===== config.mk =====
export PLATFORM = sky130hd
export DESIGN_NAME = chardisp_sequencer
export DESIGN_NICKNAME = d
export VERILOG_FILES = /design/src/rtl/chardisp_pkg.sv /design/src/rtl/chardisp_req_latch.sv /design/src/rtl/chardisp_phase_timer.sv /design/src/rtl/chardisp_seq_fsm.sv /design/src/rtl/chardisp_sequencer.sv
export SDC_FILE = /design/constraint.sdc
export NUM_CORES = 1
export LEC_CHECK = 0
export BUFFER_PORTS_ARGS = -buffer_cell sky130_fd_sc_hd__buf_4
export CAP_MARGIN = 20
export CORE_ASPECT_RATIO = 0.5
export CORE_MARGIN = 10
export CORE_UTILIZATION = 40
export CTS_CLUSTER_SIZE = 28
export DETAILED_ROUTE_END_ITERATION = 12
export GPL_ROUTABILITY_DRIVEN = 1
export PLACE_DENSITY = 0.71
export REMOVE_ABC_BUFFERS = 1
export SKIP_LAST_GASP = 1
export SYNTH_ARGS = -nofsm -noshare
export SYNTH_HDL_FRONTEND = slang
export SYNTH_SLANG_ARGS = --single-unit

===== constraint.sdc =====
create_clock -name clk -period 3.95 [get_ports clk]
set_input_delay 1.185 -clock clk [delete_from_list [all_inputs] [get_ports clk]]
set_output_delay 1.185 -clock clk [all_outputs]
set_load 0.005 [all_outputs]

===== src/rtl/chardisp_pkg.sv =====
package chardisp_pkg;

    typedef enum logic [1:0] {
        WC_LONG  = 2'd0,
        WC_SHORT = 2'd1,
        WC_DATA  = 2'd2
    } wait_cls_t;

    typedef enum logic [3:0] {
        ST_IDLE    = 4'd0,
        ST_WSETUP  = 4'd1,
        ST_WSTROBE = 4'd2,
        ST_WHOLD   = 4'd3,
        ST_WAIT    = 4'd4,
        ST_PSETUP  = 4'd5,
        ST_PSTROBE = 4'd6,
        ST_PHOLD   = 4'd7,
        ST_GAP     = 4'd8
    } seq_state_t;

    typedef struct packed {
        logic       is_data;
        logic [7:0] code;
        wait_cls_t  cls;
        logic       poll;
    } req_t;

    typedef struct packed {
        logic       sel_data;
        logic       read;
        logic       strobe;
        logic       drive;
        logic [7:0] dout;
    } pins_t;

    function automatic wait_cls_t classify(input logic is_data, input logic [7:0] b);
        if (is_data)
            return WC_DATA;
        else if (b == 8'h01 || b[7:1] == 7'b0000001)
            return WC_LONG;
        else
            return WC_SHORT;
    endfunction

    function automatic int unsigned ns_to_cyc(input longint unsigned ns,
                                              input longint unsigned hz);
        return int'((ns * hz + 64'd999_999_999) / 64'd1_000_000_000);
    endfunction

    function automatic int unsigned at_least_one(input int unsigned v);
        return (v < 1) ? 1 : v;
    endfunction

    function automatic int unsigned max2(input int unsigned a, input int unsigned b);
        return (a > b) ? a : b;
    endfunction

endpackage


===== src/rtl/chardisp_req_latch.sv =====
module chardisp_req_latch
    import chardisp_pkg::*;
(
    input  logic       clk,
    input  logic       rst,
    input  logic       take,
    input  logic       in_is_data,
    input  logic [7:0] in_byte,
    input  logic       in_poll,
    output req_t       cur
);
    always_ff @(posedge clk) begin
        if (rst) begin
            cur <= '{is_data: 1'b0, code: 8'h00, cls: WC_SHORT, poll: 1'b0};
        end else if (take) begin
            cur.is_data <= in_is_data;
            cur.code    <= in_byte;
            cur.cls     <= classify(in_is_data, in_byte);
            cur.poll    <= in_poll;
        end
    end
endmodule


===== src/rtl/chardisp_phase_timer.sv =====
module chardisp_phase_timer #(
    parameter int unsigned CW = 8
) (
    input  logic          clk,
    input  logic          rst,
    input  logic          load,
    input  logic [CW-1:0] load_val,
    output logic          expired
);
    logic [CW-1:0] cnt;

    always_ff @(posedge clk) begin
        if (rst)
            cnt <= '0;
        else if (load)
            cnt <= load_val;
        else if (cnt != '0)
            cnt <= cnt - 1'b1;
    end

    assign expired = (cnt == '0);
endmodule


===== src/rtl/chardisp_seq_fsm.sv =====
module chardisp_seq_fsm
    import chardisp_pkg::*;
#(
    parameter int unsigned CW        = 8,
    parameter int unsigned SETUP_CYC = 1,
    parameter int unsigned PULSE_CYC = 1,
    parameter int unsigned HOLD_CYC  = 1,
    parameter int unsigned LONG_CYC  = 1,
    parameter int unsigned SHORT_CYC = 1,
    parameter int unsigned DATA_CYC  = 1,
    parameter int unsigned GAP_CYC   = 1
) (
    input  logic          clk,
    input  logic          rst,
    input  logic          req_valid,
    input  req_t          cur,
    input  logic          expired,
    input  logic          busy_bit,
    output logic          ready,
    output logic          take,
    output logic          load,
    output logic [CW-1:0] load_val,
    output pins_t         pins
);
    localparam logic [CW-1:0] SETUP_V = CW'(SETUP_CYC - 1);
    localparam logic [CW-1:0] PULSE_V = CW'(PULSE_CYC - 1);
    localparam logic [CW-1:0] HOLD_V  = CW'(HOLD_CYC - 1);
    localparam logic [CW-1:0] LONG_V  = CW'(LONG_CYC - 1);
    localparam logic [CW-1:0] SHORT_V = CW'(SHORT_CYC - 1);
    localparam logic [CW-1:0] DATA_V  = CW'(DATA_CYC - 1);
    localparam logic [CW-1:0] GAP_V   = CW'(GAP_CYC - 1);

    seq_state_t    state, nxt;
    logic          busy_q;
    logic [CW-1:0] wait_v;

    assign ready = (state == ST_IDLE);
    assign take  = ready && req_valid;

    always_comb begin
        unique case (cur.cls)
            WC_LONG:  wait_v = LONG_V;
            WC_DATA:  wait_v = DATA_V;
            default:  wait_v = SHORT_V;
        endcase
    end

    always_comb begin
        nxt      = state;
        load     = 1'b0;
        load_val = '0;
        unique case (state)
            ST_IDLE: if (take) begin
                nxt = ST_WSETUP; load = 1'b1; load_val = SETUP_V;
            end
            ST_WSETUP: if (expired) begin
                nxt = ST_WSTROBE; load = 1'b1; load_val = PULSE_V;
            end
            ST_WSTROBE: if (expired) begin
                nxt = ST_WHOLD; load = 1'b1; load_val = HOLD_V;
            end
            ST_WHOLD: if (expired) begin
                load = 1'b1;
                if (cur.poll) begin
                    nxt = ST_PSETUP; load_val = SETUP_V;
                end else begin
                    nxt = ST_WAIT; load_val = wait_v;
                end
            end
            ST_WAIT: if (expired) nxt = ST_IDLE;
            ST_PSETUP: if (expired) begin
                nxt = ST_PSTROBE; load = 1'b1; load_val = PULSE_V;
            end
            ST_PSTROBE: if (expired) begin
                nxt = ST_PHOLD; load = 1'b1; load_val = HOLD_V;
            end
            ST_PHOLD: if (expired) begin
                load = 1'b1;
                if (busy_q) begin
                    nxt = ST_PSETUP; load_val = SETUP_V;
                end else begin
                    nxt = ST_GAP; load_val = GAP_V;
                end
            end
            ST_GAP: if (expired) nxt = ST_IDLE;
            default: nxt = ST_IDLE;
        endcase
    end

    always_ff @(posedge clk) begin
        if (rst) begin
            state  <= ST_IDLE;
            busy_q <= 1'b0;
        end else begin
            state <= nxt;
            if (state == ST_PSTROBE && expired)
                busy_q <= busy_bit;
        end
    end

    // Bus pin decode: read phases release the bus and select the instruction register.
    always_comb begin
        pins.dout   = cur.code;
        pins.strobe = (state == ST_WSTROBE) || (state == ST_PSTROBE);
        unique case (state)
            ST_PSETUP, ST_PSTROBE, ST_PHOLD, ST_GAP: begin
                pins.sel_data = 1'b0;
                pins.read     = 1'b1;
                pins.drive    = 1'b0;
            end
            default: begin
                pins.sel_data = cur.is_data;
                pins.read     = 1'b0;
                pins.drive    = 1'b1;
            end
        endcase
    end

    AST_STROBE_STEADY: assert property (@(posedge clk) disable iff (rst)
        pins.strobe |-> ($stable(pins.sel_data) && $stable(pins.read) && $stable(pins.dout)));
    AST_STROBE_HOLD: assert property (@(posedge clk) disable iff (rst)
        $fell(pins.strobe) |-> ($stable(pins.sel_data) && $stable(pins.read) && $stable(pins.dout)));
    AST_IDLE_QUIET: assert property (@(posedge clk) disable iff (rst)
        ready |-> (!pins.strobe && !pins.read));
    AST_READ_RELEASE: assert property (@(posedge clk) disable iff (rst)
        pins.read |-> (!pins.sel_data && !pins.drive));
    AST_DRIVE_WRITE: assert property (@(posedge clk) disable iff (rst)
        !pins.read |-> pins.drive);
    AST_NO_STROBE_IN_WAIT: assert property (@(posedge clk) disable iff (rst)
        (state == ST_WAIT || state == ST_GAP) |-> !pins.strobe);
endmodule


===== src/rtl/chardisp_sequencer.sv =====
module chardisp_sequencer
    import chardisp_pkg::*;
#(
    parameter longint unsigned CLK_HZ = 50_000_000,
    parameter int unsigned SETUP_CYC  = ns_to_cyc(40, CLK_HZ),
    parameter int unsigned PULSE_CYC  = ns_to_cyc(230, CLK_HZ),
    parameter int unsigned HOLD_CYC   = ns_to_cyc(10, CLK_HZ),
    parameter int unsigned LONG_CYC   = ns_to_cyc(1_530_000, CLK_HZ),
    parameter int unsigned SHORT_CYC  = ns_to_cyc(39_000, CLK_HZ),
    parameter int unsigned DATA_CYC   = ns_to_cyc(43_000, CLK_HZ),
    parameter int unsigned GAP_CYC    = ns_to_cyc(1_852, CLK_HZ)
) (
    input  logic       clk,
    input  logic       rst,
    input  logic       req_valid,
    output logic       req_ready,
    input  logic       req_is_data,
    input  logic [7:0] req_byte,
    input  logic       poll_mode,
    output logic       bus_sel_data,
    output logic       bus_read,
    output logic       bus_strobe,
    output logic [7:0] bus_dout,
    output logic       bus_drive,
    input  logic [7:0] bus_din
);
    localparam int unsigned S_L = at_least_one(SETUP_CYC);
    localparam int unsigned P_L = at_least_one(PULSE_CYC);
    localparam int unsigned H_L = at_least_one(HOLD_CYC);
    localparam int unsigned L_L = at_least_one(LONG_CYC);
    localparam int unsigned T_L = at_least_one(SHORT_CYC);
    localparam int unsigned D_L = at_least_one(DATA_CYC);
    localparam int unsigned G_L = at_least_one(GAP_CYC);
    localparam int unsigned MAXC =
        max2(max2(max2(S_L, P_L), max2(H_L, L_L)), max2(max2(T_L, D_L), G_L));
    localparam int unsigned CW = $clog2(MAXC + 1);

    req_t          cur;
    pins_t         pins;
    logic          take, load, expired;
    logic [CW-1:0] load_val;

    chardisp_req_latch u_latch (
        .clk        (clk),
        .rst        (rst),
        .take       (take),
        .in_is_data (req_is_data),
        .in_byte    (req_byte),
        .in_poll    (poll_mode),
        .cur        (cur)
    );

    chardisp_phase_timer #(.CW(CW)) u_timer (
        .clk      (clk),
        .rst      (rst),
        .load     (load),
        .load_val (load_val),
        .expired  (expired)
    );

    chardisp_seq_fsm #(
        .CW(CW), .SETUP_CYC(S_L), .PULSE_CYC(P_L), .HOLD_CYC(H_L),
        .LONG_CYC(L_L), .SHORT_CYC(T_L), .DATA_CYC(D_L), .GAP_CYC(G_L)
    ) u_fsm (
        .clk       (clk),
        .rst       (rst),
        .req_valid (req_valid),
        .cur       (cur),
        .expired   (expired),
        .busy_bit  (bus_din[7]),
        .ready     (req_ready),
        .take      (take),
        .load      (load),
        .load_val  (load_val),
        .pins      (pins)
    );

    assign bus_sel_data = pins.sel_data;
    assign bus_read     = pins.read;
    assign bus_strobe   = pins.strobe;
    assign bus_dout     = pins.dout;
    assign bus_drive    = pins.drive;

    AST_READY_AFTER_ACCEPT: assert property (@(posedge clk) disable iff (rst)
        (req_valid && req_ready) |=> !req_ready);
endmodule


Word level (Yosys, flattened, before mapping) --
Cells that the tools add are included.
Operators by class: add/sub/neg operators 1, reductions and logical operators 14, muxes and demuxes 28, equality and inequality tests 19
Operators by type and width (count):
- two-way mux 17 bit | 5
- case mux 17 bit (4 select lines) | 1
- two-way mux 4 bit | 10
- case mux 17 bit (2 select lines) | 1
- case mux 4 bit (8 select lines) | 1
- logical NOT 17 bit | 1
- nonzero test 17 bit | 1
- subtractor 17 x 1 -> 17 bit (second input constant) | 1
- equality test 4 x 3 -> 1 bit (second input constant) | 4
- != test 2 x 1 -> 1 bit (second input constant) | 7
- equality test 4 x 2 -> 1 bit (second input constant) | 2
- equality test 8 x 1 -> 1 bit (second input constant) | 1
- AND reduction 8 bit | 1
- equality test 7 x 1 -> 1 bit (second input constant) | 1
- two-way mux 7 bit | 1
- two-way mux 1 bit | 6
- OR reduction 6 bit | 1
- equality test 4 x 1 -> 1 bit (second input constant) | 1
- equality test 4 bit (second input constant) | 1
- logical NOT 4 bit | 1
- two-way mux 2 bit | 2
- OR reduction 2 bit | 2
- OR reduction 4 bit | 1
- equality test 2 bit (second input constant) | 1
- 6 further kinds | 8
Word-level totals: word-level logic and storage cells 69, bits of input ports 21, output and inout port bits 13, bits in registers 34

Depth between registers and ports, before layout --
word-level depth 6, mapped depth 8, mapped depth without buffers 7

By module --
From an unflattened synthesis, not the netlist that was laid out.
Second synthesis, totals: cells, all modules 239, area total of the unflattened synthesis 1960.6 µm²
By module, submodules not included:
- chardisp_phase_timer | cells an instance 112, times used 1, area each 930.9 µm², sequential area each 340.3 µm²
- chardisp_seq_fsm | cells an instance 87, times used 1, area each 615.6 µm², sequential area each 100.1 µm²
- chardisp_req_latch | cells an instance 40, times used 1, area each 414.1 µm², sequential area each 220.2 µm²

Least setup slack after synthesis --
OpenSTA, ideal clock, no wires.
path kind reg-to-output, start point register u_fsm.state[1], end point output bus_sel_data, arrival 1.292 ns, slack 1.473 ns, data required time 2.765 ns, cell stages (with the launch flop) 7, path buffers 1, path through dfxtp_1 > buf_1 > nor3_1 > and2_1 > a21oi_1 > inv_1 > nor2_1
Between the ends: longest elaborated chain between the ends 3, elaborated cells on any way between the ends 6, classes of those cells eq/ne (4); mux (1); reduce/logical (1)
Ends and longest elaborated chain:
- start, declared | RTL line chardisp_seq_fsm.sv:33 | seq_state_t state, nxt;
- start signal, assigned | RTL line chardisp_seq_fsm.sv:95 | state <= nxt;
- equality test 4 x 3 -> 1 bit or equality test 4 bit (tied branches) | RTL line chardisp_seq_fsm.sv:105 | unique case (state)
- OR reduction 4 bit (*) | RTL line chardisp_seq_fsm.sv:105
- two-way mux 2 bit (*) | RTL line chardisp_seq_fsm.sv:105
- end, declared | RTL line chardisp_sequencer.sv:20 | output logic bus_sel_data,
Mark *: on every way between the ends. The rest lies on a longest branch, timed or not.

Final worst setup path --
Ends and elaborated chain as after synthesis.

==> impl_summary.txt <==
----------------------------------------------------
[Outcome]
  Run status ... finished clean

[Global route]
  Largest net degree at the start of global routing ... 25
  Global router's overall resource usage ... 11.94%
  Vias in the first global route ... 1,630
  Wire length of the first global-routing pass ... just under 8 mm
  Remaining global-route overflow ... 0
  Number of antenna violations at the first check in global routing ... 0

[Drt]
  Via-per-instance ratio ... 5.461
  Wire length after detailed routing ... 4.683 mm
  Wire length per cell after detailed routing ... 14.68 um
  DRC ... 0
  Initial DRC Count ... 116
  Detail Route Antenna Nets ... 0
  Number of iterations in the first detailed-routing pass ... 4
  Number of vias after detailed routing ... ~1,700

[Logic synthesis]
  FF+latch count, synth ... 33
  Area fraction of the dominant cell type after synthesis ... 34.94%
  Post-synth ARST share ... 0%
  Leading cell type by number of instances after synthesis ... sky130_fd_sc_hd__dfxtp_1
  Cell variety after synth ... 50
  Number of instances in the synthesized netlist ... 241
  Prevailing post-synth register cell ... sky130_fd_sc_hd__dfxtp_1
  Share of synthesized area occupied by flip-flops and latches ... 34.94%
  Leading area contributor after synthesis ... sky130_fd_sc_hd__dfxtp_1
  Post-synthesis cell area ... 0.001891 mm2
  Number of synthesis warnings ... 0
  Largest cells by area after synthesis ... sky130_fd_sc_hd__dfxtp_1 (35%), sky130_fd_sc_hd__a21oi_1 (7.4%), sky130_fd_sc_hd__nand2_1 (6.4%)
  EDFF count, synth ... 0
  Cell types with the highest counts after synthesis ... sky130_fd_sc_hd__dfxtp_1 (33), sky130_fd_sc_hd__nand2_1 (32), sky130_fd_sc_hd__a21oi_1 (28), sky130_fd_sc_hd__nor2_1 (20), sky130_fd_sc_hd__nor3_1 (10)
  Per-instance average area after synthesis ... 7.845 um2

[STA]
  Final critical delay including setup and external delays ... approximately 2900 ps
  Post-route setup TNS ... 0 ps
  Worst-margin pin slew ... around 630 ps
  Final critical-path share of the clock period ... about 73%
  Setup repair after global routing missed its margin ... false
  Final setup violation count ... 0
  Highest attainable clock frequency ... ~340 MHz
  Worst relative slew slack ... 57.92%
  Total count of max-transition violations in the final report ... 0
  Setup WS post-layout ... 1047 ps
  Count of endpoints failing hold in the final timing report ... 0
  Worst clock skew ... 4.439 ps

[Clock network]
  Number of setup buffers added after CTS ... 0
  Max H-tree Level ... 2
  Clock transition at path regs ... around 60 ps
  Number of buffers added by the clock tree synthesis step ... 5
  TritonCTS Sinks ... 33
  Clock latency at the later pin of the worst-skew pair ... 290 ps
  Number of buffers on the longest clock path ... 2
  Count of cells resized by post-cts repair ... 0
  Root buffer cell ... sky130_fd_sc_hd__clkbuf_8
  CTS tree ... built
  Cts-stage hold buffer count ... 0

[Floorplan]
  Number of ports placed on the die boundary ... 34
  Num rows ... 17
  Placeable core region ... 0.004488 mm2
  Initial standard-cell utilization of the core ... 42.12%
  Die span in y ... 68.62 um
  Die W ... 117.2 um
  Overall die area ... 0.008043 mm2

[Power]
  Relative contribution of sequential cells to total power ... 30.3%
  Power Dens Cells ... 856.2 mW/mm2
  Total power ... 1.822 mW
  Share of total power in combinational logic ... between 50% and 60%
  Worst IR Drop VDD ... approximately 0.34 mV
  Sw Ratio ... 46.11%
  Int Pwr ... ~980 uW
  Switching power summed over all nets ... 840.2 uW
  Total leakage power ... 0.8375 nW
  Fraction of power consumed by the clock network ... 13.4%

[Layout]
  Antenna diode count ... 0
  Count of nets after finishing ... 275
  Area used by multi-input combinational logic ... between 0.001 and 0.0015 mm2
  Area occupied by registers ... 660.6 um2
  Fillcell total ... 466
  Area Overhead vs Synth ... 12.57%
  Fraction of final layout cells with drive strength greater than 1 ... around 17%
  Design area ... 0.002128 mm2
  Post-layout util ... 47.42%

[Critical path]
  Critical Path AT ... roughly 1700 ps
  Required time worst endpoint ... about 2800 ps
  Maximum fanout count along the critical path ... 14
  Startpoint kind of the worst setup timing path ... flop
  Kind of capture point of the worst setup path ... primary output
  Category of the most critical setup path ... flop to primary output

[Placed design]
  RePlAce Congestion ... between 0.7 and 0.8
  Area after detailed placement ... just over 0.002 mm2
  Number of buffers inserted by port buffering ... 26
  Detail Placement HPWL ... 3.398 mm
  Setup Slack @ Placement ... 1337 ps

[Job]
  Max_cap viols ... 0

[Hold path]
  Worst min-delay path category ... flop to flop

----------------------------------------------------
[final timing paths]
kind / start / end / slack, ps / depth (start not counted)
worst max register to register: u_fsm.state[0] / u_timer.cnt[7] / 1650 / 5
worst max-delay path: u_fsm.state[1] / bus_sel_data / 1050 / 6
worst min register to register: u_latch.cur[7] / u_latch.cur[7] / 460 / 2
worst min-delay path: u_latch.cur[7] / u_latch.cur[7] / 460 / 2
[layout by cell type (no fill, tap or decap), drive strengths merged, types with 5 or more instances in the layout]
cell	netlist	layout
xor2	5	5
xnor2	8	8
nor4	6	6
buf	12	26
o21ai	6	6
nand3	5	5
nor2	21	21
o21a	6	6
a21oi	28	28
nor3	11	11
clkbuf	10	8
inv	7	7
nand2	32	32
dfxtp	33	33
[area by class of cell]
type	instances	area share [%]
tap	66	3.880
multi-input combinational	179	50.91
clock buffer	8	3.762
timing repair buffer	26	9.171
inverter	7	1.235
sequential	33	31.04
[sequential cells by signal, summed over array words and instances (netlist names)]
| name | cells |
|---|---|
| u_fsm.busy_q | 1 |
| u_latch.cur | 11 |
| u_timer.cnt | 17 |
| u_fsm.state | 4 |
[power by group through the flow]
stage,logic [mW],registers (mW),clock network (mW)
global placement,0.993,0.548,0
finish,1.03,0.553,0.244
global route,1.15,0.567,0.269
floorplan,0.784,0.529,0
CTS,1.02,0.550,0.250
detailed placement,1.01,0.556,0
[stage by stage]
| step | hold slack [ps] | std cells |
|---|---|---|
| after floorplan | 440.5 | 219 |
| after global placement | 442.3 | 311 |
| after detailed placement | 447.4 | 311 |
| after CTS | 456.5 | 319 |
| after global routing | 482.8 | 319 |
| final | 456.1 | 319 |
[per-layer routing]
metal / up-vias / share of wire (%) / GRT usage (%)
met1: 809 / 45 / 14.66
li1: 866 / - / -
met5: - / 0 / 0
met3: 8 / 7.5 / 2.670
met4: 0 / 1.9 / 5.657
met2: 59 / 46 / 19.85
[kinds of logic after synthesis]
group | after synthesis | synth area share (%)
AND/OR/NAND/NOR | 104 | 29.45
buffers and inverters | 29 | 7.743
flip-flops | 33 | 34.94
multiplexers | 2 | 1.059
AO/OA/AOI/OAI | 58 | 19.46
XOR/XNOR | 13 | 6.023
adder cells (fa/ha/maj) | 2 | 1.323
[worst max-delay path, stage by stage, from the launching register on]
cell,delay (ps)
sky130_fd_sc_hd__dfxtp_1,590
sky130_fd_sc_hd__nor3_1,130
sky130_fd_sc_hd__and2_1,200
sky130_fd_sc_hd__a21oi_1,210
sky130_fd_sc_hd__inv_1,80
sky130_fd_sc_hd__nor2_1,100
sky130_fd_sc_hd__buf_4,120
Note: power is estimated with default switching activity, not from simulation.
